==> config.mk <==
export PLATFORM = sky130hd
export DESIGN_NAME = nand_host_if
export DESIGN_NICKNAME = d
export VERILOG_FILES = /design/src/rtl/nfc_pkg.sv /design/src/rtl/nfc_wbuf.sv /design/src/rtl/nfc_seq.sv /design/src/rtl/nfc_irq.sv /design/src/rtl/nand_host_if.sv
export SDC_FILE = /design/constraint.sdc
export NUM_CORES = 1
export LEC_CHECK = 0
export BUFFER_PORTS_ARGS = -buffer_cell sky130_fd_sc_hd__buf_2
export CORE_MARGIN = 1.5
export CORE_UTILIZATION = 29
export DETAILED_ROUTE_END_ITERATION = 8
export PLACE_DENSITY_LB_ADDON = 0.3
export SKIP_CTS_REPAIR_TIMING = 1
export SYNTH_ARGS = -nofsm -noshare
export SYNTH_HDL_FRONTEND = slang
export SYNTH_HIERARCHICAL = 1
export SYNTH_SLANG_ARGS = --single-unit
==> constraint.sdc <==
create_clock -name clk -period 2.8 [get_ports clk]
set_input_delay 0.42 -clock clk [delete_from_list [all_inputs] [get_ports clk]]
set_output_delay 0.42 -clock clk [all_outputs]
set_load 0.01 [all_outputs]
==> src/rtl/nfc_pkg.sv <==
package nfc_pkg;
  typedef enum logic [1:0] {TAG_CMD = 2'd0, TAG_ADDR = 2'd1, TAG_DATA = 2'd2} wtag_e;

  typedef struct packed {
    wtag_e      tag;
    logic [7:0] byte_v;
  } wentry_t;

  localparam logic [3:0] OFS_CTRL  = 4'd0;
  localparam logic [3:0] OFS_STAT  = 4'd1;
  localparam logic [3:0] OFS_IFLAG = 4'd2;
  localparam logic [3:0] OFS_IMASK = 4'd3;
  localparam logic [3:0] OFS_CMD   = 4'd4;
  localparam logic [3:0] OFS_ADDR  = 4'd5;
  localparam logic [3:0] OFS_WDATA = 4'd6;
  localparam logic [3:0] OFS_RDREQ = 4'd7;
  localparam logic [3:0] OFS_RDATA = 4'd8;

  localparam int NFLAGS = 5;
endpackage

==> src/rtl/nfc_wbuf.sv <==
module nfc_wbuf
  import nfc_pkg::*;
#(
  parameter int DEPTH = 4
) (
  input  logic    clk,
  input  logic    rst,
  input  logic    push,
  input  wentry_t push_entry,
  input  logic    pop,
  output wentry_t head,
  output logic    full,
  output logic    empty
);
  localparam int PTR_W = (DEPTH > 1) ? $clog2(DEPTH) : 1;
  localparam int CNT_W = PTR_W + 1;

  wentry_t           mem [DEPTH];
  logic [PTR_W-1:0]  wr_ptr, rd_ptr;
  logic [CNT_W-1:0]  count;

  function automatic logic [PTR_W-1:0] nxt(input logic [PTR_W-1:0] p);
    return (p == PTR_W'(DEPTH - 1)) ? '0 : p + 1'b1;
  endfunction

  always_ff @(posedge clk) begin
    if (push) mem[wr_ptr] <= push_entry;
  end

  always_ff @(posedge clk) begin
    if (rst) begin
      wr_ptr <= '0;
      rd_ptr <= '0;
      count  <= '0;
    end else begin
      if (push) wr_ptr <= nxt(wr_ptr);
      if (pop)  rd_ptr <= nxt(rd_ptr);
      count <= count + CNT_W'(push) - CNT_W'(pop);
    end
  end

  assign head  = mem[rd_ptr];
  assign full  = (count == CNT_W'(DEPTH));
  assign empty = (count == '0);

  a_r6_count_bound: assert property (@(posedge clk) disable iff (rst)
    count <= CNT_W'(DEPTH));
  a_r6_no_push_when_full: assert property (@(posedge clk) disable iff (rst)
    full |-> !push);
endmodule

==> src/rtl/nfc_seq.sv <==
module nfc_seq
  import nfc_pkg::*;
#(
  parameter int DLY_W = 4
) (
  input  logic             clk,
  input  logic             rst,
  input  logic [DLY_W-1:0] wr_dly,
  input  logic [DLY_W-1:0] rd_dly,
  input  logic             have_entry,
  input  wentry_t          head,
  output logic             pop,
  input  logic             rd_start,
  output logic             rd_pending,
  output logic             wr_active,
  output logic             wr_done,
  output logic             rd_done,
  output logic [7:0]       rd_byte,
  output logic             fl_cle,
  output logic             fl_ale,
  output logic             fl_we_n,
  output logic             fl_re_n,
  output logic [7:0]       fl_dq_out,
  output logic             fl_dq_oe,
  input  logic [7:0]       fl_dq_in
);
  typedef enum logic [1:0] {S_IDLE, S_WR, S_RD, S_GAP} st_e;
  st_e              st;
  logic [DLY_W-1:0] cnt;
  logic             rd_pend;

  assign pop        = (st == S_IDLE) && have_entry;
  assign rd_pending = rd_pend || (st == S_RD);
  assign wr_active  = (st == S_WR);

  always_ff @(posedge clk) begin
    if (rst) begin
      st <= S_IDLE; cnt <= '0; rd_pend <= 1'b0;
      fl_cle <= 1'b0; fl_ale <= 1'b0; fl_we_n <= 1'b1; fl_re_n <= 1'b1;
      fl_dq_out <= '0; fl_dq_oe <= 1'b0; rd_byte <= '0;
      wr_done <= 1'b0; rd_done <= 1'b0;
    end else begin
      wr_done <= 1'b0;
      rd_done <= 1'b0;
      case (st)
        S_IDLE: begin
          if (have_entry) begin
            st        <= S_WR;
            cnt       <= wr_dly;
            fl_we_n   <= 1'b0;
            fl_cle    <= (head.tag == TAG_CMD);
            fl_ale    <= (head.tag == TAG_ADDR);
            fl_dq_out <= head.byte_v;
            fl_dq_oe  <= 1'b1;
          end else if (rd_pend) begin
            st      <= S_RD;
            cnt     <= rd_dly;
            fl_re_n <= 1'b0;
            rd_pend <= 1'b0;
          end
        end
        S_WR: begin
          if (cnt == '0) begin
            st      <= S_GAP;
            fl_we_n <= 1'b1;
            wr_done <= 1'b1;
          end else cnt <= cnt - 1'b1;
        end
        S_RD: begin
          if (cnt == '0) begin
            st      <= S_GAP;
            fl_re_n <= 1'b1;
            rd_byte <= fl_dq_in;
            rd_done <= 1'b1;
          end else cnt <= cnt - 1'b1;
        end
        default: begin
          st       <= S_IDLE;
          fl_cle   <= 1'b0;
          fl_ale   <= 1'b0;
          fl_dq_oe <= 1'b0;
        end
      endcase
      if (rd_start) rd_pend <= 1'b1;
    end
  end

  a_r3_strobes_exclusive: assert property (@(posedge clk) disable iff (rst)
    !(!fl_we_n && !fl_re_n));
  a_r4_latches_exclusive: assert property (@(posedge clk) disable iff (rst)
    !(fl_cle && fl_ale));
endmodule

==> src/rtl/nfc_irq.sv <==
module nfc_irq
  import nfc_pkg::*;
(
  input  logic              clk,
  input  logic              rst,
  input  logic [NFLAGS-1:0] events,
  input  logic              clr_we,
  input  logic [NFLAGS-1:0] clr_bits,
  input  logic [NFLAGS-1:0] mask,
  output logic [NFLAGS-1:0] flags,
  output logic              irq
);
  always_ff @(posedge clk) begin
    if (rst) begin
      flags <= '0;
      irq   <= 1'b0;
    end else begin
      flags <= (flags & ~(clr_we ? clr_bits : '0)) | events;
      irq   <= |(flags & mask);
    end
  end

  a_r10_mask_zero_quiet: assert property (@(posedge clk) disable iff (rst)
    (mask == '0) |=> !irq);
endmodule

==> src/rtl/nand_host_if.sv <==
module nand_host_if
  import nfc_pkg::*;
#(
  parameter int BUS_W    = 16,
  parameter int WB_DEPTH = 4,
  parameter int DLY_W    = 4
) (
  input  logic             clk,
  input  logic             rst,
  input  logic [3:0]       bus_addr,
  input  logic             bus_wr,
  input  logic [BUS_W-1:0] bus_wdata,
  output logic [BUS_W-1:0] bus_rdata,
  output logic             irq,
  output logic             fl_cle,
  output logic             fl_ale,
  output logic             fl_we_n,
  output logic             fl_re_n,
  output logic [7:0]       fl_dq_out,
  output logic             fl_dq_oe,
  input  logic [7:0]       fl_dq_in,
  input  logic             fl_rdy
);
  localparam int CTRL_W = 2 * DLY_W + 2;

  logic [CTRL_W-1:0] ctrl;
  logic [NFLAGS-1:0] imask, iflags, events;
  logic              rdy_s1, rdy_s2, empty_prev;
  logic              wb_full, wb_empty, wb_pop, wb_push, queue_wr;
  wentry_t           wb_head, push_entry;
  logic              rd_start, rd_pending, wr_active, wr_done, rd_done;
  logic [7:0]        rd_byte;
  logic [NFLAGS-1:0] status;

  always_comb begin
    queue_wr = 1'b0;
    push_entry.tag = TAG_DATA;
    push_entry.byte_v = bus_wdata[7:0];
    if (bus_wr) begin
      case (bus_addr)
        OFS_CMD:   begin queue_wr = 1'b1; push_entry.tag = TAG_CMD;  end
        OFS_ADDR:  begin queue_wr = 1'b1; push_entry.tag = TAG_ADDR; end
        OFS_WDATA: begin queue_wr = 1'b1; push_entry.tag = TAG_DATA; end
        default:   queue_wr = 1'b0;
      endcase
    end
  end

  assign wb_push  = queue_wr && !wb_full;
  assign rd_start = bus_wr && (bus_addr == OFS_RDREQ);

  always_ff @(posedge clk) begin
    if (rst) begin
      ctrl <= '0; imask <= '0;
      rdy_s1 <= 1'b1; rdy_s2 <= 1'b1; empty_prev <= 1'b1;
    end else begin
      if (bus_wr && bus_addr == OFS_CTRL)  ctrl  <= bus_wdata[CTRL_W-1:0];
      if (bus_wr && bus_addr == OFS_IMASK) imask <= bus_wdata[NFLAGS-1:0];
      rdy_s1     <= fl_rdy;
      rdy_s2     <= rdy_s1;
      empty_prev <= wb_empty;
    end
  end

  assign events = {wr_done && wb_empty,
                   rd_done,
                   wb_empty && !empty_prev,
                   queue_wr && wb_full,
                   rdy_s1 && !rdy_s2};

  assign status = {wb_empty, rd_pending, (!wb_empty || wr_active), wb_full, rdy_s2};

  always_ff @(posedge clk) begin
    if (rst) bus_rdata <= '0;
    else begin
      case (bus_addr)
        OFS_CTRL:  bus_rdata <= BUS_W'(ctrl);
        OFS_STAT:  bus_rdata <= BUS_W'(status);
        OFS_IFLAG: bus_rdata <= BUS_W'(iflags);
        OFS_IMASK: bus_rdata <= BUS_W'(imask);
        OFS_RDATA: bus_rdata <= BUS_W'(rd_byte);
        default:   bus_rdata <= '0;
      endcase
    end
  end

  nfc_wbuf #(.DEPTH(WB_DEPTH)) u_wbuf (
    .clk(clk), .rst(rst), .push(wb_push), .push_entry(push_entry),
    .pop(wb_pop), .head(wb_head), .full(wb_full), .empty(wb_empty)
  );

  nfc_seq #(.DLY_W(DLY_W)) u_seq (
    .clk(clk), .rst(rst),
    .wr_dly(ctrl[DLY_W-1:0]), .rd_dly(ctrl[2*DLY_W-1:DLY_W]),
    .have_entry(!wb_empty), .head(wb_head), .pop(wb_pop),
    .rd_start(rd_start), .rd_pending(rd_pending), .wr_active(wr_active),
    .wr_done(wr_done), .rd_done(rd_done), .rd_byte(rd_byte),
    .fl_cle(fl_cle), .fl_ale(fl_ale), .fl_we_n(fl_we_n), .fl_re_n(fl_re_n),
    .fl_dq_out(fl_dq_out), .fl_dq_oe(fl_dq_oe), .fl_dq_in(fl_dq_in)
  );

  nfc_irq u_irq (
    .clk(clk), .rst(rst), .events(events),
    .clr_we(bus_wr && bus_addr == OFS_IFLAG), .clr_bits(bus_wdata[NFLAGS-1:0]),
    .mask(imask), .flags(iflags), .irq(irq)
  );

  a_r7_read_after_drain: assert property (@(posedge clk) disable iff (rst)
    $fell(fl_re_n) |-> $past(wb_empty));
  a_r6_overflow_needs_full: assert property (@(posedge clk) disable iff (rst)
    $rose(iflags[1]) |-> $past(wb_full));
endmodule

Word level (Yosys, flattened, before mapping)
Memory sizes are Yosys's and may differ from the RTL's. A register that Yosys moved wholly into a read port is not among the register bits. Index checks and enable logic that the tools add are counted.

Reductions and logical operators: 39. Multiplexer cells: 36. Bitwise operators: 8. Eq/ne operators: 22. Add/subtract/negate cells: 5.

Operators with widths (count): $pmux W10 S5 (1); $eq A4 B3 Y1 const B (4); $mux W2 (8); $mux W1 (15); $mux W4 (3); $and A5 B5 Y5 (2); $logic_and A1 B1 Y1 (10); $pmux W1 S2 (5); $reduce_and A2 Y1 (5); $reduce_bool A2 Y1 (5); $eq A4 B2 Y1 const B (2); $logic_not A4 Y1 (2); $ne A2 B2 Y1 const B (4); $pmux W2 S2 (2); $pmux W4 S2 (1); $eq A2 B2 Y1 const B (3); $ne A2 B1 Y1 const B (3); $reduce_and A3 Y1 (2); $reduce_or A2 Y1 (3); $mux W5 (1); $not A5 Y5 (1); $or A5 B5 Y5 (1); $reduce_or A5 Y1 (1); $add A2 B1 Y2 const B (2); other kinds (15) (24).

Register bits: 77. Input bits: 32. Memories kept: 1. Output and inout port bits: 30. Logic and storage cells: 134. Memory bits (writable): 40.

Memories: u_wbuf.mem (depth 4, width 10, read ports 1, clocked after Yosys merged registers in 1, write ports 1, line nfc_wbuf.sv:18) `wentry_t mem [DEPTH];`.

Longest topological paths before layout
Word-level depth: 7. Mapped depth: 11. Gate-level depth less buffers: 10.

By module
The synthesis kept the hierarchy.

By module, submodules not included: nfc_wbuf (seq. area each 1381.3 um^2, area an instance 1896.8 um^2, instances 1, cells an instance 95); nfc_seq (seq. area each 600.6 um^2, area an instance 1378.8 um^2, instances 1, cells an instance 168); nand_host_if (seq. area each 560.5 um^2, area an instance 1342.5 um^2, instances 1, cells an instance 150); nfc_irq (seq. area each 120.1 um^2, area an instance 230.2 um^2, instances 1, cells an instance 19).

Least setup slack after synthesis
Ideal clock, no wire load.

Kind: register to register. From: reg u_wbuf.count[1]. To: reg u_wbuf.count[2]. Cell stages (with the launch flop): 12. Arrival time: 2.482 ns. Data required time: 2.690 ns. Path slack: 0.207 ns. Library setup time: 0.110 ns. Path through: dfxtp_1 > nor3_1 > inv_1 > buf_2 > nand2_1 > clkinv_1 > ha_1 > inv_1 > ha_1 > fa_1 > xor3_1 > nor2_1.

Elaborated cells between the ends (all ways): 8. Those cells by class: 2 x add/sub; 1 x eq/ne; 5 x reduce/logical.

RTL lines: from (decl) (line nfc_wbuf.sv:20) `logic [CNT_W-1:0] count;`; from (signal assigned) (line nfc_wbuf.sv:38) `count <= count + CNT_W'(push) - CNT_W'(pop);`; $logic_not A3 Y1 (line nfc_wbuf.sv:44) `assign empty = (count == '0);`; via wb_empty (line nand_host_if.sv:29) `logic wb_full, wb_empty, wb_pop, wb_push, queue_wr;`; $logic_not A1 Y1 (line nand_host_if.sv:95) `.have_entry(!wb_empty), .head(wb_head), .pop(wb_pop),`; $logic_and A1 B1 Y1 (line nfc_seq.sv:32) `assign pop = (st == S_IDLE) && have_entry;`; via wb_pop (line nand_host_if.sv:29); $sub A3 B1 Y3 (line nfc_wbuf.sv:38).

The timed path passes the listed nets, and every way through them passes these cells. A chain may end at the register's enable or synchronous reset.

Worst setup path in the final report
From: reg u_seq.st[0]. To: reg u_wbuf.count[2].

Word-level cells in the longest chain between the ends: 3.

RTL lines: from (decl) (line nfc_seq.sv:28) `st_e st;`; from (signal assigned) (line nfc_seq.sv:38) `st <= S_IDLE; cnt <= '0; rd_pend <= 1'b0;`; from (signal assigned) (line nfc_seq.sv:48) `st <= S_WR;`; from (signal assigned) (line nfc_seq.sv:56) `st <= S_RD;`; $logic_not A2 Y1 (line nfc_seq.sv:32); $logic_and A1 B1 Y1 (line nfc_seq.sv:32); via wb_pop (line nand_host_if.sv:29); $sub A3 B1 Y3 (line nfc_wbuf.sv:38).

The timed path passes the listed nets, and every way through them passes these cells.

==> reports/results.tsv <==
metric	value	unit
r2r setup slk	340	ps
area enclosed by the die boundary	0.0175	sq mm
global-route wire length before repair	18200	um
final critical-path required period	2460	ps
core region area	0.0165	sq mm
count of distinct cell types in the synthesized netlist	54	
transition at the pin with the smallest max-transition slack	987	ps
H-tree Lvls	4	
final layout net count	536	
post-CTS clock slew at the launch and capture registers of the worst setup and hold paths	50	ps
pin count of the biggest net entering global routing	56	
DRC errors left	0	
critical path fanouts, max	7	
most frequently used flop master after synthesis	sky130_fd_sc_hd__dfxtp_1	
HP Class	in2reg	
R2R cell count	10	
First DRT Iteration DRCs	280	
Most common cell on crit path	sky130_fd_sc_hd__ha_1	
final antenna-violating net count	0	
average via count per standard cell	4.69	
HPWL after detailed placement	7630	um
Critical Path Source Type	flop	
layout filler cell count	1640	
number of global-route vias before repair	3401	
worst skew pair latency	400	ps
share of the synthesized area in the top cell type	0.301	
share of the clock period used by the worst path	0.877	
cell with the largest stage delay on the worst path	sky130_fd_sc_hd__dfxtp_1	
antenna violations before repair	0	
Avg WL per Cell	15.4	um
Port Buffers	49	
Hold Path Origin	fl_rdy	
TritonCTS Buffers	17	
total count of max-transition violations in the final report	0	
TritonCTS clock tree	done	
total standard cell area after synthesis	0.00485	sq mm
flip-flop and latch count after synthesis	113	
final weighted congestion of routability-driven global placement	0.809	
initial cell density of the core	0.294	
register area share after synthesis	0.549	
die span in x	132	um
Static Leak	2.18	nW
synthesis-to-layout area growth	20.4	%
library cell with the highest instance count after synthesis	sky130_fd_sc_hd__dfxtp_1	
Crit. End Element	flop	
Post-Route Skew	8.14	ps
Top-Level Pins	62	
Max-cap violations	0	
first drt pass iteration count	4	
data required time at the worst endpoint	3050	ps
setup violators final	0	
DRT Wirelength	11100	um
number of synthesized flops with an enable pin	40	
count of cells along the worst hold path	2	
global-route usage over all layers	0.133	
power density over the cells	950	mW/mm^2
post-synthesis cell count	432	
Pwr Total	5.54	mW
critical path arrival	2710	ps
ranking of synthesized cells by instance count	73 x sky130_fd_sc_hd__dfxtp_1, 45 x sky130_fd_sc_hd__a21oi_1, 41 x sky130_fd_sc_hd__nand2_1	
mean cell area of the mapped netlist	11.2	sq um
worst setup path startpoint	u_seq/st[0]	
Worst Hold Slack	199	ps
leading area contributor after synthesis	sky130_fd_sc_hd__dfxtp_1	
# clock sinks	113	
CP Class	reg2reg	
post-layout utilization of the core	0.354	
layout cell share with drive strength beyond 1	0.229	
cell-by-cell trace of the critical path	inv_1 -> ha_1 -> nand2_1 -> clkinv_1 -> ha_1 -> inv_1 -> ha_1 -> fa_1 -> xor3_1 -> nor2_1	
number of hold violations in the final report	0	
critical register-to-register path startpoint	u_seq/st[0]	
Setup TNS Final	0	ps
run status	finished clean	
vias after detailed routing	3389	
Max Freq	407	MHz
cell count after placement	690	
IR Drop Worst-Case VDD	0.000504	V
post-layout instance count excluding filler cells	722	
GR Overflow Total	0	
root buffer cell	sky130_fd_sc_hd__clkbuf_16	
headroom to the max-slew limit	0.342	
delay contributed by the slowest stage of the critical path	400	ps
YS warnings	6	
number of placement rows	47	
diodes inserted	0	
cell types occupying the most area after synthesis	sky130_fd_sc_hd__dfxtp_1 30%, sky130_fd_sc_hd__edfxtp_1 25%, sky130_fd_sc_hd__mux4_2 5.6%	
die outline height	132	um
number of buffers on the longest clock path	2	
setup repair after global routing missed its margin	no	
proportion of register bits with asynchronous set or reset after synthesis	0	
## where the power goes
| group | internal, mW | total, mW | switching [mW] |
|---|---|---|---|
| clock | 1.25 | 1.93 | 0.681 |
| sequential | 1.90 | 2.06 | 0.163 |
| combinational | 0.712 | 1.55 | 0.839 |
| total | 3.86 | 5.54 | 1.68 |
## registers in the layout, indices dropped and copies added (netlist names), 3 cells and up, named ones only
signal,count
u_seq/fl_dq_out,8
u_seq/cnt,4
u_wbuf/mem,40
ctrl,10
bus_rdata,10
imask,5
u_irq/flags,5
u_wbuf/count,3
u_seq/rd_byte,8
## cell type report
cell class	instances	area (sq um)	area share
sequential	113	2660	0.456
multi-input combinational	281	1980	0.339
clock buffer	23	468	0.0802
timing repair buffer	59	320	0.0549
tap	220	275	0.0472
clock inverter	9	66.3	0.0114
inverter	17	63.8	0.0109
## metal layers
metal / part of all wire / routed length [um] / up-vias / track usage
li1: - / - / 1661 / -
met1: 0.45 / 5010 / 1666 / 0.168
met2: 0.50 / 5560 / 57 / 0.221
met3: 0.041 / 453 / 5 / 0.0323
met4: 0.0077 / 86 / 0 / 0.0513
met5: 0 / 0 / - / 0
## critical path: cells and delay by family, from the launching register on
family                     cells  cell delay (ps)
xor gates and xnor gates       1              380
buffers and inverters          3              230
and+or+nand+nor                2              160
DFF                            1              400
adders and majority gates      4             1130
## cells by family (layout without fill, tap and decap cells)
family	Yosys count	after routing	synth area share
mux	26	26	0.0857
flops	113	113	0.549
simple gates	134	134	0.145
compound gates	99	99	0.128
buf+inv	43	108	0.0464
fa+ha+maj	15	15	0.0403
xor+xnor	1	1	0.00490
other cells	1	6	0.000773
## per-stage QoR
stage	setup WS, ps	area [sq um]
after detailed placement	344	5300
after CTS	335	5840
after floorplan	207	4870
after global placement	419	5300
after global routing	188	5840
final	343	5840
## cell usage in the layout, fill, tap and decap left out, types with 6 or more instances in the layout
cell,netlist,final
sky130_fd_sc_hd__ha_1,14,14
sky130_fd_sc_hd__buf_2,5,49
sky130_fd_sc_hd__nand3_1,17,17
sky130_fd_sc_hd__and2_1,9,9
sky130_fd_sc_hd__a21oi_1,45,45
sky130_fd_sc_hd__mux2i_1,10,10
sky130_fd_sc_hd__conb_1,1,6
sky130_fd_sc_hd__dfxtp_1,73,73
sky130_fd_sc_hd__mux4_2,12,12
sky130_fd_sc_hd__nor3_1,6,6
sky130_fd_sc_hd__o21ai_1,9,9
sky130_fd_sc_hd__nand2_1,41,41
sky130_fd_sc_hd__buf_4,9,10
sky130_fd_sc_hd__clkbuf_16,0,17
sky130_fd_sc_hd__nor2b_1,7,7
sky130_fd_sc_hd__edfxtp_1,40,40
sky130_fd_sc_hd__o21ai_0,10,10
sky130_fd_sc_hd__nor2_1,20,20
sky130_fd_sc_hd__inv_1,16,16
## final timing paths
check,endpoint
setup / recovery,u_wbuf/count[2]
hold / removal,rdy_s1
hold reg to reg,rdy_s2
setup reg to reg,u_wbuf/count[2]
(Power assumes the default switching activity.)
